File: src/rtl/alu_cc_pkg.sv
package alu_cc_pkg;

    typedef enum logic [3:0] {
        OP_ADD  = 4'd0,
        OP_SUB  = 4'd1,
        OP_AND  = 4'd2,
        OP_ANDN = 4'd3,
        OP_OR   = 4'd4,
        OP_ORN  = 4'd5,
        OP_XOR  = 4'd6,
        OP_XNOR = 4'd7,
        OP_SLL  = 4'd8,
        OP_SRL  = 4'd9,
        OP_SRA  = 4'd10
    } alu_op_e;

    // Bit 3 inverts the base test chosen by bits 2..0.
    typedef enum logic [3:0] {
        BR_NEVER  = 4'd0,
        BR_EQ     = 4'd1,
        BR_LE     = 4'd2,
        BR_LT     = 4'd3,
        BR_LEU    = 4'd4,
        BR_LTU    = 4'd5,
        BR_NEG    = 4'd6,
        BR_VS     = 4'd7,
        BR_ALWAYS = 4'd8,
        BR_NE     = 4'd9,
        BR_GT     = 4'd10,
        BR_GE     = 4'd11,
        BR_GTU    = 4'd12,
        BR_GEU    = 4'd13,
        BR_POS    = 4'd14,
        BR_VC     = 4'd15
    } br_cond_e;

    typedef struct packed {
        logic n;
        logic z;
        logic v;
        logic c;
    } cc_t;

    localparam cc_t CC_RESET = '{n: 1'b0, z: 1'b0, v: 1'b0, c: 1'b0};

    function automatic logic op_is_arith(alu_op_e op);
        return (op == OP_ADD) || (op == OP_SUB);
    endfunction

endpackage

File: src/rtl/alu_cc_opsel.sv
module alu_cc_opsel #(
    parameter int W = 16
) (
    input  logic         use_imm,
    input  logic [W-1:0] reg_val,
    input  logic [W-1:0] imm_val,
    output logic [W-1:0] op2
);
    always_comb op2 = use_imm ? imm_val : reg_val;
endmodule

File: src/rtl/alu_cc_shift.sv
module alu_cc_shift #(
    parameter int W   = 16,
    parameter int SHW = $clog2(W)
) (
    input  logic [W-1:0]   din,
    input  logic [SHW-1:0] amt,
    input  logic           left,
    input  logic           arith,
    output logic [W-1:0]   dout
);
    logic fill;
    logic [W-1:0] stg [0:SHW];

    always_comb fill = arith & din[W-1];
    assign stg[0] = din;

    // One stage per count bit; stage s moves by 2**s.
    for (genvar s = 0; s < SHW; s++) begin : g_stage
        localparam int SH = 1 << s;
        logic [W-1:0] moved;
        always_comb begin
            if (left) moved = {stg[s][W-1-SH:0], {SH{1'b0}}};
            else      moved = {{SH{fill}}, stg[s][W-1:SH]};
        end
        assign stg[s+1] = amt[s] ? moved : stg[s];
    end

    assign dout = stg[SHW];
endmodule

File: src/rtl/alu_cc_exec.sv
module alu_cc_exec
    import alu_cc_pkg::*;
#(
    parameter int W   = 16,
    parameter int SHW = $clog2(W)
) (
    input  alu_op_e      op,
    input  logic [W-1:0] a,
    input  logic [W-1:0] b,
    output logic [W-1:0] res,
    output cc_t          cc
);
    logic         is_sub;
    logic [W-1:0] b_eff;
    logic [W:0]   sum;
    logic [W-1:0] sh_out;
    logic         v_add, v_sub;

    always_comb begin
        is_sub = (op == OP_SUB);
        b_eff  = is_sub ? ~b : b;
        sum    = {1'b0, a} + {1'b0, b_eff} + {{W{1'b0}}, is_sub};
    end

    alu_cc_shift #(.W(W), .SHW(SHW)) u_shift (
        .din   (a),
        .amt   (b[SHW-1:0]),
        .left  (op == OP_SLL),
        .arith (op == OP_SRA),
        .dout  (sh_out)
    );

    always_comb begin
        unique case (op)
            OP_ADD, OP_SUB:         res = sum[W-1:0];
            OP_AND:                 res = a & b;
            OP_ANDN:                res = a & ~b;
            OP_OR:                  res = a | b;
            OP_ORN:                 res = a | ~b;
            OP_XOR:                 res = a ^ b;
            OP_XNOR:                res = ~(a ^ b);
            OP_SLL, OP_SRL, OP_SRA: res = sh_out;
            default:                res = '0;
        endcase
    end

    always_comb begin
        v_add = (a[W-1] == b[W-1]) && (sum[W-1] != a[W-1]);
        v_sub = (a[W-1] != b[W-1]) && (sum[W-1] == b[W-1]);
        cc.n  = res[W-1];
        cc.z  = ~|res;
        if (op_is_arith(op)) begin
            cc.v = is_sub ? v_sub : v_add;
            cc.c = is_sub ? ~sum[W] : sum[W];
        end else begin
            cc.v = 1'b0;
            cc.c = 1'b0;
        end
    end
endmodule

File: src/rtl/alu_cc_ccreg.sv
module alu_cc_ccreg
    import alu_cc_pkg::*;
(
    input  logic clk,
    input  logic rst,
    input  logic we,
    input  cc_t  d,
    output cc_t  q
);
    always_ff @(posedge clk) begin
        if (rst)     q <= CC_RESET;
        else if (we) q <= d;
    end
endmodule

File: src/rtl/alu_cc_branch.sv
module alu_cc_branch
    import alu_cc_pkg::*;
(
    input  cc_t        cc,
    input  logic [3:0] cond,
    output logic       taken
);
    logic lt_s, base;

    always_comb begin
        lt_s = cc.n ^ cc.v;
        unique case (cond[2:0])
            3'd0: base = 1'b0;
            3'd1: base = cc.z;
            3'd2: base = cc.z | lt_s;
            3'd3: base = lt_s;
            3'd4: base = cc.z | cc.c;
            3'd5: base = cc.c;
            3'd6: base = cc.n;
            default: base = cc.v;
        endcase
        taken = base ^ cond[3];
    end
endmodule

File: src/rtl/alu_cc_core.sv
module alu_cc_core
    import alu_cc_pkg::*;
#(
    parameter int W = 16
) (
    input  logic         clk,
    input  logic         rst,
    input  logic [3:0]   op_i,
    input  logic         set_cc_i,
    input  logic         use_imm_i,
    input  logic [W-1:0] rs1_i,
    input  logic [W-1:0] rs2_i,
    input  logic [W-1:0] imm_i,
    input  logic [3:0]   cond_i,
    output logic [W-1:0] result_o,
    output logic [3:0]   flags_o,
    output logic         taken_o
);
    localparam int SHW = $clog2(W);

    logic [W-1:0] op2;
    cc_t          cc_next;
    cc_t          cc_q;

    alu_cc_opsel #(.W(W)) u_opsel (
        .use_imm (use_imm_i),
        .reg_val (rs2_i),
        .imm_val (imm_i),
        .op2     (op2)
    );

    alu_cc_exec #(.W(W), .SHW(SHW)) u_exec (
        .op  (alu_op_e'(op_i)),
        .a   (rs1_i),
        .b   (op2),
        .res (result_o),
        .cc  (cc_next)
    );

    alu_cc_ccreg u_ccreg (
        .clk (clk),
        .rst (rst),
        .we  (set_cc_i),
        .d   (cc_next),
        .q   (cc_q)
    );

    alu_cc_branch u_branch (
        .cc    (cc_q),
        .cond  (cond_i),
        .taken (taken_o)
    );

    assign flags_o = cc_q;
endmodule

File: config.mk
export PLATFORM = sky130hd
export DESIGN_NAME = alu_cc_core
export DESIGN_NICKNAME = d
export VERILOG_FILES = /design/src/rtl/alu_cc_pkg.sv /design/src/rtl/alu_cc_opsel.sv /design/src/rtl/alu_cc_shift.sv /design/src/rtl/alu_cc_exec.sv /design/src/rtl/alu_cc_ccreg.sv /design/src/rtl/alu_cc_branch.sv /design/src/rtl/alu_cc_core.sv
export SDC_FILE = /design/constraint.sdc
export NUM_CORES = 1
export LEC_CHECK = 0
export BUFFER_PORTS_ARGS = -buffer_cell sky130_fd_sc_hd__clkbuf_2
export CORE_MARGIN = 2
export CORE_UTILIZATION = 53
export CTS_BUF_LIST = sky130_fd_sc_hd__clkbuf_4 sky130_fd_sc_hd__clkbuf_8
export DETAILED_ROUTE_END_ITERATION = 8
export PLACE_DENSITY = 0.88
export RECOVER_POWER = 25
export SYNTH_ARGS = -nofsm -noshare
export SYNTH_HDL_FRONTEND = slang
export SYNTH_HIERARCHICAL = 1
export SYNTH_SLANG_ARGS = --single-unit
File: constraint.sdc
create_clock -name clk -period 4.7 [get_ports clk]
set_clock_uncertainty 0.15 [all_clocks]
set_input_delay 0.47 -clock clk [delete_from_list [all_inputs] [get_ports clk]]
set_output_delay 0.47 -clock clk [all_outputs]
set_load 0.05 [all_outputs]
-- Yosys cells after proc, flatten, opt, wreduce, memory -nomap -nowiden
Index checks and enable logic that the tools add are counted.
- register bits after elaboration: 4
- bits in latches: 0
- RAM bits: 0
- memory bits (read-only): 0
- input port bits: 60
- output and inout bits: 21
- word-level logic and storage cells: 63
- memories kept: 0
- add/subtract/negate cells: 2
- multiply operators: 0
- divide/modulo/power cells: 0
- $lt $le $gt $ge: 0
- equal/unequal tests: 20
- shifts and indexed selects: 0
- muxes and demuxes: 15
- bitwise gates (word level): 13
- reductions and logical operators: 9
- operators by type and width (cell ; count):
    16-bit 2-to-1 mux ; 10
    16-bit one-hot mux with 8 select lines ; 1
    16-bit AND ; 2
    16-bit inverter ; 2
    16-bit bitwise OR ; 2
    16-bit by 16-bit adder with 17-bit output ; 1
    17-bit by 1-bit adder with 17-bit output ; 1
    4-bit by 3-bit == test with 1-bit output, second input constant ; 4
    16-bit OR reduction ; 1
    16-bit XOR ; 1
    4-bit == test, second input constant ; 3
    3-bit == test, second input constant ; 3
    4-bit by 2-bit == test with 1-bit output, second input constant ; 2
    1-bit one-hot mux with 7 select lines ; 1
    3-bit by 2-bit == test with 1-bit output, second input constant ; 2
    4-bit by 1-bit == test with 1-bit output, second input constant ; 1
    4-bit zero test ; 1
    3-bit by 1-bit == test with 1-bit output, second input constant ; 1
    3-bit zero test ; 1
    3-bit OR reduction ; 1
    1-bit == test ; 2
    1-bit logical AND ; 2
    1-bit 2-to-1 mux ; 2
    2-bit 2-to-1 mux ; 1
    other kinds (8) ; 11

-- Logic depth before layout (Yosys ltp)
Gate-level depths: netlist of the first run.
- depth after elaboration: 13
- depth in mapped cells: 19

-- Cells and area by module
Netlist of the first run, hierarchy kept.
- by module, submodules not included (module ; times used ; cells an instance ; area an instance (um^2) ; seq. area each (um^2)):
    alu_cc_exec ; 1 ; 279 ; 1946.9 ; 0.0
    alu_cc_shift ; 1 ; 237 ; 1478.9 ; 0.0
    alu_cc_opsel ; 1 ; 18 ; 249.0 ; 0.0
    alu_cc_ccreg ; 1 ; 13 ; 140.1 ; 80.1
    alu_cc_branch ; 1 ; 9 ; 66.3 ; 0.0

-- Least setup slack after synthesis of the first run
OpenSTA, ideal clock, no wires.
- path kind: input -> register
- from: input port op_i[2]
- to: register u_ccreg/q[2] in the netlist's numbering
- arrival: 4.694 ns
- required time: 4.434 ns
- setup slack: -0.260 ns
- cell stages on the path: 18
- buffers on the path: 4
- path through: buf_2 > nor3_1 > clkbuf_1 > nand2_1 > clkbuf_1 > xnor2_1 > ha_1 > clkbuf_1 > a21oi_1 > o21ai_0 > a21oi_1 > o211ai_1 > xnor2_1 > o211ai_1 > nor4_2 > and4b_1 > mux2i_1 > nor2_1
- RTL lines (what ; line ; RTL):
    from (decl) ; alu_cc_core.sv:8 ; input logic [3:0] op_i,
    to (signal assigned) ; alu_cc_ccreg.sv:11 ; if (rst) q <= CC_RESET;
    to (signal assigned) ; alu_cc_ccreg.sv:12 ; else if (we) q <= d;
    to (decl) ; alu_cc_ccreg.sv:8 ; output cc_t q

-- Final worst setup path of the first run
- from: input port op_i[2]
- to: output port result_o[15]
- cells in the longest elaborated chain, start to end: 10
- elaborated cells between the ends (all ways): 26
- ends and longest elaborated chain (what ; line ; RTL):
    parallel branches: the longest is 9 deep, another holds 16-bit by 16-bit adder with 17-bit output ; -- ;
    16-bit one-hot mux with 8 select lines * ; alu_cc_exec.sv:34 ; unique case (op)
    to (decl) ; alu_cc_core.sv:15 ; output logic [W-1:0] result_o,
Every way passes the cells marked *.

==> results.yml, run 1 <==
cells_and_area:
  nNetsFinal: 702
  regArea_um2: 80.1
  reg.largest.list: "u_ccreg/q (4)"
  drive_above_1_share: 0.229
  largest-register: "u_ccreg/q"
  multi_input_area_um2: 3500
  largest_reg_flops: 4
  n_fill_cell: 671
  n_antenna_cell: 0
  area_growth_pct: 16.0
grt:
  grt-ovfl-total: 0
  gr-usage-all-layers: 0.359
  antenna_found_initial: 0
  grt_pass1_wl_um: 22800
  grt_pass1_vias: 4524
  grt_max_degree: 47
floorplanning:
  dieArea_um2: 8020
  die_x_um: 89.6
  initial_utilization: 0.541
  io_pins: 81
  num_rows: 31
  die_h_um: 89.6
  fp.coreArea_um2: 7180
setup_path:
  end_kind: "output port"
  worstPathRequired_ns: 4.08
  worstPathArrival_ns: 3.68
  path_max_fanout: 26
  path_class: "input port to output port"
  startpoint_type: "input port"
drt:
  wirelength_um: 14700
  vias: 4956
  drt_iter0_drc: 552
  wl_per_cell_um: 20.4
  viasPerCell: 6.88
  ant_nets: 0
  drc_errors: 0
  dr.pass1.iters: 5
logic_synthesis:
  yosysSeqAreaShare: 0.0206
  syn-cell-area_um2: 3880
  syn_avg_cell_area_um2: 6.98
  synth_warnings: 6
  async_reset_ff_frac: 0
  yosysUniqueCellTypes: 72
  ys_ff_latch: 4
  yosys.area.top_type: "mux2i_1"
  syn_inst: 556
  syn_nets: 635
  synth_top_area_frac: 0.0593
  netlist_top_cells_area: "mux2i_1 (5.9%), ha_1 (5.8%), a21oi_1 (5.4%)"
  synth_edf_count: 0
  synth_flop_cell: "dfxtp_1"
pwr:
  clock_power_share: 0.087
  swShare: 0.563
  pwr-share-seq: 0.043
  peakVddDrop_v: 0.000136
  p_total_uw: 839
  p_int_uw: 366
  p_comb_frac: 0.869
  powerDensity_nw_per_um2: 186
  p_leak_nw: 1.83
  power.switching_uw: 472
clocking:
  ctsLongestPathBuffers: 2
  cts-root-buf: "clkbuf_8"
  cts_setup_buffers: 0
  cts_tree: "built"
  h-tree-depth: 1
  postCtsResizedCells: 0
  cts_sinks: 4
  clock_latency_ns: 0.22
  cts_buffers: 3
  holdBufCountCts: 0
  path_clk_slew_ns: 0.03
timing:
  slew_viol_final: 0
  layout_min_cycle_time_ns: 4.30
  hold_viol: 0
  setup_viol: 0
  rsz0062_at_grt: "false"
  fmax_ghz: 0.233
  tns_ns: 0
  slew_headroom: 0.411
  setup_ws_ns: 0.403
  fin_hold_ws_ns: 0.324
  worst_pin_slew_ns: 0.882
  fin_crit_sh: 0.914
place:
  pre_cts_ws_ns: 0.285
  dpl.hpwl_um: 11400
  port_buffers: 80
  gp_congestion: 1.04
job:
  maxCapViolations: 0
outcome:
  outcome: "complete, no violations"
hold_path:
  min_path_type: "input port to register"
==> cells in the mapped netlist (5+ instances only) <==
cell and count:
nand2b_1 11, buf_2 14, ha_1 18, inv_1 11, xor2_1 18, mux2_2 14
o21ai_1 7, clkbuf_1 16, a31oi_1 9, nand4_1 6, buf_6 6, mux2i_1 23
nand3_1 23, o211ai_1 16, a32oi_1 14, a22oi_1 6, nor3_1 14, nor2_1 49
xnor2_1 24, a21oi_1 42, a211oi_1 5, o31ai_1 5, nand2_1 52, mux2_4 12
a311oi_1 8, nor2b_1 9, o21ai_0 38
==> cells in the final DEF (no fill, tap or decap), types with 4 or more instances in the layout <==
cell	instances
clkbuf_1	5
o21ai_0	38
nand4_1	6
dfxtp_1	4
ha_1	18
o211ai_1	16
nor2b_1	9
o21ai_1	7
xor2_1	18
nor2_1	49
o31ai_1	5
xnor2_1	24
nand2_1	52
buf_4	22
or3_1	4
a31oi_1	9
a211oi_1	5
a22oi_1	6
buf_12	9
nor3_1	12
mux2_4	12
a311oi_1	8
nand2b_1	11
a221oi_1	4
o221ai_1	4
a32oi_1	14
clkbuf_2	68
mux2i_1	23
inv_1	11
a21oi_1	42
nand3_1	23
nand3b_1	4
mux2_2	14
==> cell families after synthesis <==
family | after synthesis | synth area share
compound gates | 192 | 0.333
simple gates | 190 | 0.238
buf+inv | 55 | 0.0793
mux | 53 | 0.167
xor+xnor | 43 | 0.0990
fa+ha+maj | 19 | 0.0632
flops | 4 | 0.0206
==> critical path, cell delays in order <==
cell and delay [ns]:
clkbuf_2 0.09, buf_4 0.21, nor3_2 0.21, nand2_1 0.15, buf_4 0.25, xnor2_1 0.15, ha_1 0.43, and4_1 0.28
nand2_1 0.06, a21oi_1 0.22, nor2_1 0.13, o21ai_0 0.22, xor2_1 0.27, a221o_1 0.24, clkbuf_2 0.30
==> power by group through the flow <==
stage	Sequential [mW]	Combinational, mW	Clock [mW]
6_report	0.0364	0.729	0.0733
5_1_grt	0.0365	0.772	0.0779
4_1_cts	0.0364	0.712	0.0751
3_5_place_dp	0.0369	0.708	0
3_3_place_gp	0.0368	0.700	0
2_1_floorplan	0.0402	0.486	0
==> metal layers <==
| metal | vias up | share of wire | track usage |
|---|---|---|---|
| li1 | 2252 | - | - |
| met1 | 2266 | 0.39 | 0.460 |
| met2 | 365 | 0.47 | 0.612 |
| met3 | 73 | 0.088 | 0.0265 |
| met4 | 0 | 0.055 | 0.166 |
| met5 | - | 0 | 0 |
==> through the flow <==
step / cell area (um2) / instances / util
2_1_floorplan: 3890 / 556 / -
3_3_place_gp: 4470 / 717 / 0.622
3_5_place_dp: 4470 / 717 / 0.622
4_1_cts: 4510 / 720 / 0.628
5_1_grt: 4500 / 720 / 0.627
6_report: 4500 / 720 / 0.627
==> final cells by class <==
| class | instances | share of cell area |
|---|---|---|
| clock buffers | 3 | 0.00917 |
| well taps | 99 | 0.0275 |
| inverters | 13 | 0.0108 |
| flip-flops and latches | 4 | 0.0178 |
| multi-input cells | 497 | 0.778 |
| repair buffers | 104 | 0.156 |
==> final timing paths <==
check	from	endpoint	slack, ns	cells after the start
worst min-delay path	rst	u_ccreg/q[2]	0.32	2
worst min register to register	u_ccreg/q[0]	u_ccreg/q[0]	0.40	2
worst max-delay path	op_i[2]	result_o[15]	0.40	15
worst max register to register	u_ccreg/q[3]	u_ccreg/q[3]	3.89	2
(Power assumes the default switching activity.)
==> run 2, diff against run 1 <==
==> constraint.sdc (replaced) <==
create_clock -name clk -period 4.7 [get_ports clk]
set_clock_uncertainty 0.15 [all_clocks]
set_input_delay 0.235 -clock clk [delete_from_list [all_inputs] [get_ports clk]]
set_output_delay 0.235 -clock clk [all_outputs]
set_load 0.05 [all_outputs]
==> results.yml, run 2 (synthesized netlist as in run 1, its figures left out) <==
setup_path:
  worstSetupStartpoint: "op_i[3]"
  end_kind: "output port"
  crit_slowest_cell: "ha_1"
  worstPathRequired_ns: 4.32
  reg2reg_slack_ns: 3.88
  r2r-end: "u_ccreg/q[0]"
  worstPathCellList: "clkbuf_2, nor3_2, nand2_1, buf_4, xnor2_1, ha_1, and4_1, nand2_1, a21oi_1, nor2_1, o21ai_0, xor2_1, a221o_1, clkbuf_2"
  slowest_delay_ns: 0.44
  path_max_fanout: 15
  worstPathArrival_ns: 3.67
  path_class: "input port to output port"
  rr_worst_depth: 2
  startpoint_type: "input port"
  crit_path_end: "result_o[15]"
  r2r-start: "u_ccreg/q[0]"
timing:
  fin_crit_sh: 0.862
  worst_pin_slew_ns: 0.896
  setup_ws_ns: 0.647
  fmax_ghz: 0.247
  slew_viol_final: 0
  layout_min_cycle_time_ns: 4.05
  tns_ns: 0
  hold_viol: 0
  setup_viol: 0
  rsz0062_at_grt: "false"
  slew_headroom: 0.402
drt:
  dr.pass1.iters: 8
  vias: 4884
  wirelength_um: 15200
  wl_per_cell_um: 21.3
  drc_errors: 0
  viasPerCell: 6.85
  ant_nets: 0
  drt_iter0_drc: 402
clocking:
  ctsLongestPathBuffers: 2
  cts_tree: "built"
  clock_latency_ns: 0.22
  cts-root-buf: "clkbuf_8"
  postCtsResizedCells: 0
  cts_buffers: 3
  path_clk_slew_ns: 0.03
  cts_sinks: 4
  cts_setup_buffers: 0
  holdBufCountCts: 0
  h-tree-depth: 1
cells_and_area:
  nNetsFinal: 695
  final_core_util: 0.604
  n_fill_cell: 721
  mostFrequentLayoutCell: "clkbuf_2"
  fin_cells: 713
  area_growth_pct: 11.6
  drive_above_1_share: 0.220
  largest-register: "u_ccreg/q"
  reg.largest.list: "u_ccreg/q (4)"
  final_cell_mix: "clkbuf_2 (75), nand2_1 (52), nor2_1 (49)"
  n_antenna_cell: 0
  stdcell_area_um2: 4330
  largest_reg_flops: 4
floorplanning:
  num_rows: 31
  initial_utilization: 0.541
  die_h_um: 89.6
  fp.coreArea_um2: 7180
  dieArea_um2: 8020
  die_x_um: 89.6
  io_pins: 81
place:
  gp_congestion: 0.965
  dp.cells: 710
  port_buffers: 80
  place_area_um2: 4300
  dpl.hpwl_um: 11800
  pre_cts_ws_ns: 0.559
grt:
  grt_pass1_vias: 4355
  grt-ovfl-total: 0
  gr-usage-all-layers: 0.369
  antenna_found_initial: 0
  grt_pass1_wl_um: 23100
  grt_max_degree: 48
pwr:
  peakVddDrop_v: 0.000127
  p_leak_nw: 1.76
  powerDensity_nw_per_um2: 184
outcome:
  outcome: "complete, no violations"
job:
  maxCapViolations: 0
hold_path:
  min_path_type: "input port to register"
  min_from: "rst"
-- run 2: cell count changes in the layout (fill, tap and decap cells not counted) --
cell | before | now
buf_4 | 22 | 16
clkbuf_2 | 68 | 75
buf_12 | 9 | 1
-- run 2: how the worst min path moves through the flow --
| stage | endpoint | slack (ns) | cells after the start |
|---|---|---|---|
| 5_1_grt | u_ccreg/q[1] | 0.09 | 2 |
| 6_report | u_ccreg/q[0] | 0.08 | 2 |
| 3_5_place_dp | u_ccreg/q[1] | 0.31 | 2 |
| 2_1_floorplan | u_ccreg/q[0] | 0.16 | 1 |
| 3_3_place_gp | u_ccreg/q[3] | 0.30 | 2 |
| 4_1_cts | u_ccreg/q[1] | 0.08 | 2 |
-- run 2: where the power goes --
group,internal (mW),switching (mW),leakage [nW]
Clock,0.0547,0.0183,0.0216
Combinational,0.239,0.450,1.71
Sequential,0.0352,0.00131,0.0324
-- run 2: per-stage QoR --
stage | hold slack (ns) | total power, mW
6_report | 0.0797 | 0.798
5_1_grt | 0.0858 | 0.842
4_1_cts | 0.0757 | 0.782
3_5_place_dp | 0.305 | 0.705
3_3_place_gp | 0.302 | 0.699
2_1_floorplan | 0.157 | 0.526
-- run 2: area by class of cell --
cell class                      instances  area [um2]  area share
Multi-Input combinational cell        497        3500       0.809
Tap cell                               99         124      0.0286
Inverter                               13        48.8      0.0113
Sequential cell                         4        80.1      0.0185
Clock buffer                            3        41.3     0.00953
Timing Repair Buffer                   97         534       0.123
-- run 2: routing by layer --
layer | global-route usage | part of all wire
met2 | 0.631 | 0.47
met4 | 0.144 | 0.047
met1 | 0.474 | 0.39
met5 | 0 | 0
met3 | 0.0366 | 0.087
-- run 2: worst max-delay path, delay by kind of cell --
kind / cells / cell delay (ns)
and+or+nand+nor: 5 / 0.88
adders and majority gates: 1 / 0.44
buffers and inverters: 3 / 0.79
xor gates and xnor gates: 2 / 0.44
AOI/OAI and AO/OA: 3 / 0.86
==> run 3, diff against run 2 <==
--- a/config.mk
+++ b/config.mk
@@ -5,10 +5,12 @@
 export SDC_FILE = /design/constraint.sdc
 export NUM_CORES = 1
 export LEC_CHECK = 0
+export ABC_AREA = 1
 export BUFFER_PORTS_ARGS = -buffer_cell sky130_fd_sc_hd__clkbuf_2
 export CORE_MARGIN = 2
-export CORE_UTILIZATION = 53
+export CORE_UTILIZATION = 54
 export CTS_BUF_LIST = sky130_fd_sc_hd__clkbuf_4 sky130_fd_sc_hd__clkbuf_8
+export CTS_CLUSTER_SIZE = 28
 export DETAILED_ROUTE_END_ITERATION = 8
 export PLACE_DENSITY = 0.88
 export RECOVER_POWER = 25
==> results.yml, run 3 <==
logic_synthesis:
  synth_top_area_frac: 0.310
  netlist_top_cells_count: "nand2_1 (368), inv_1 (79), nor2_1 (71)"
  synth-compound-area-share: 0.112
  synth_warnings: 6
  yosys.area.top_type: "nand2_1"
  synth.area.mux_share: 0
  synth_xor_area_frac: 0.0688
  yosysSeqAreaShare: 0.0180
  syn_avg_cell_area_um2: 5.15
  synth_simple_gate_area_frac: 0.599
  ys_ff_latch: 4
  netlist_top_cells_area: "nand2_1 (31%), nand3_1 (7.3%), inv_1 (6.7%)"
  synth_flop_cell: "dfxtp_1"
  yosysUniqueCellTypes: 49
  syn_nets: 943
  synth_most_common_cell: "nand2_1"
  synth_adder_area_share: 0.0551
  synth_top_family_by_area: "simple AND/OR/NAND/NOR gates"
  syn-cell-area_um2: 4450
  synth_edf_count: 0
  syn_inst: 864
  async_reset_ff_frac: 0
cells_and_area:
  final_cell_mix: "nand2_1 (368), inv_1 (79), clkbuf_2 (75)"
  largest_reg_flops: 4
  mostFrequentLayoutCell: "nand2_1"
  area_growth_pct: 6.77
  largest-register: "u_ccreg/q"
  n_antenna_cell: 0
  fin_cells: 1023
  nNetsFinal: 999
  reg.largest.list: "u_ccreg/q (4)"
  n_fill_cell: 811
  drive_above_1_share: 0.171
job:
  maxCapViolations: 0
drt:
  drc_errors: 0
  wl_met1_um: 5760
  wirelength_um: 14700
  wl_met2_um: 6820
  dr.pass1.iters: 6
  viasPerCell: 5.76
  drt_iter0_drc: 686
  ant_nets: 0
  wl_per_cell_um: 14.4
  met3WireLength_um: 1360
  vias: 5894
  top_layer_used: "met4"
clocking:
  cts-root-buf: "clkbuf_8"
  holdBufCountCts: 0
  h-tree-depth: 1
  cts_sinks: 4
  cts_buffers: 3
  cts_tree: "built"
  postCtsResizedCells: 0
  clock_latency_ns: 0.22
  path_clk_slew_ns: 0.04
  ctsLongestPathBuffers: 2
  cts_setup_buffers: 0
hold_path:
  min_to: "u_ccreg/q[0]"
  min_path_type: "input port to register"
  min_path_cells: 4
  min_from: "rst"
timing:
  fin_crit_sh: 0.783
  slew_viol_final: 0
  setup_viol: 0
  hold_viol: 0
  fmax_ghz: 0.272
  rsz0062_at_grt: "false"
  worst_pin_slew_ns: 1.15
  layout_min_cycle_time_ns: 3.68
  tns_ns: 0
  slew_headroom: 0.227
place:
  dp.cells: 1020
  gp_congestion: 1.06
  dpl.hpwl_um: 11500
  port_buffers: 80
grt:
  grt_pass1_vias: 5152
  gr-usage-all-layers: 0.327
  antenna_found_initial: 0
  grt-ovfl-total: 0
  grt_pass1_wl_um: 23700
  grt_max_degree: 32
setup_path:
  r2r-start: "u_ccreg/q[3]"
  path_class: "input port to output port"
  path_common_cell: "nand2_1"
  startpoint_type: "input port"
  end_kind: "output port"
  reg2reg_slack_ns: 3.87
  rr_worst_depth: 2
  worstPathCellList: "clkbuf_2, inv_6, nand2_1, nand2_1, inv_1, nor2_4, nand2_1, nand3_2, nand2_1, nand2_1, nand2_1, nand2_1, o21ai_1, inv_1, nand2_1, nand2_1, nor4_1, nand2_1, clkbuf_2"
  r2r-end: "u_ccreg/q[3]"
  path_max_fanout: 20
  crit_slowest_cell: "inv_1"
  worstPathArrival_ns: 3.30
  worstPathRequired_ns: 4.32
  slowest_delay_ns: 0.56
floorplanning:
  die_x_um: 94.8
  fp.coreArea_um2: 8090
  initial_utilization: 0.550
  num_rows: 33
  die_h_um: 94.8
  io_pins: 81
  dieArea_um2: 8990
pwr:
  powerDensity_nw_per_um2: 169
  p_leak_nw: 2.72
  peakVddDrop_v: 0.000131
outcome:
  outcome: "complete, no violations"
## run 3: cell types whose count changed in the layout (fill, tap and decap cells not counted), moves of 14 or more
cell	change
nor2_1	+22
nand3_2	+19
nand2_2	+26
nand3_1	+42
mux2i_1	-23
inv_1	+68
o21ai_0	-20
nand2_1	+316
a32oi_1	-14
mux2_2	-14
nand4_1	+15
o211ai_1	-15
## run 3: worst max path at each step
stage | start | endpoint | slack, ns | depth (start not counted)
final | use_imm_i | result_o[14] | 1.02 | 19
after global routing | op_i[3] | result_o[14] | 0.73 | 15
after CTS | op_i[3] | result_o[14] | 1.10 | 15
after detailed placement | use_imm_i | u_ccreg/q[2] | 1.05 | 23
after global placement | use_imm_i | u_ccreg/q[2] | 1.13 | 23
after floorplan | op_i[3] | u_ccreg/q[2] | 1.31 | 19
## run 3: metrics by stage
step                 util  hold slack, ns  area [um2]  setup WS, ns  total power, mW
floorplan               -           0.237        4450          1.31            0.560
global placement    0.583           0.334        4720          1.13            0.700
detailed placement  0.583           0.342        4720          1.05            0.708
CTS                 0.588           0.126        4760          1.10            0.785
global route        0.588           0.155        4750         0.732            0.871
finish              0.588           0.128        4750          1.02            0.803
## run 3: layout make-up
| cell class | count | area, um2 | area share |
|---|---|---|---|
| inverter | 94 | 363 | 0.0763 |
| multi-input combinational | 734 | 3720 | 0.783 |
| timing repair buffer | 83 | 417 | 0.0876 |
| clock buffer | 3 | 41.3 | 0.00868 |
| tap | 105 | 131 | 0.0276 |
| sequential | 4 | 80.1 | 0.0168 |
## run 3: report_power, final
group	internal, mW	switching [mW]
logic	0.208	0.481
clock network	0.0548	0.0202
registers	0.0363	0.00246
total	0.299	0.503
## run 3: metal layers
metal,vias to the layer above,GRT usage
li1,2865,-
met1,2596,0.411
met2,365,0.548
met3,68,0.0279
met4,0,0.181
met5,-,0
## run 3: cell families after synthesis
family          after synthesis
compound gates               81
xor+xnor                     35
fa+ha+maj                    19
buf+inv                     126
flops                         4
simple gates                599
## run 3: worst max-delay path: cells and delay by family
kind            cells  cell delay (ns)
compound gates      1             0.09
buf+inv             5             1.37
simple gates       13             1.56
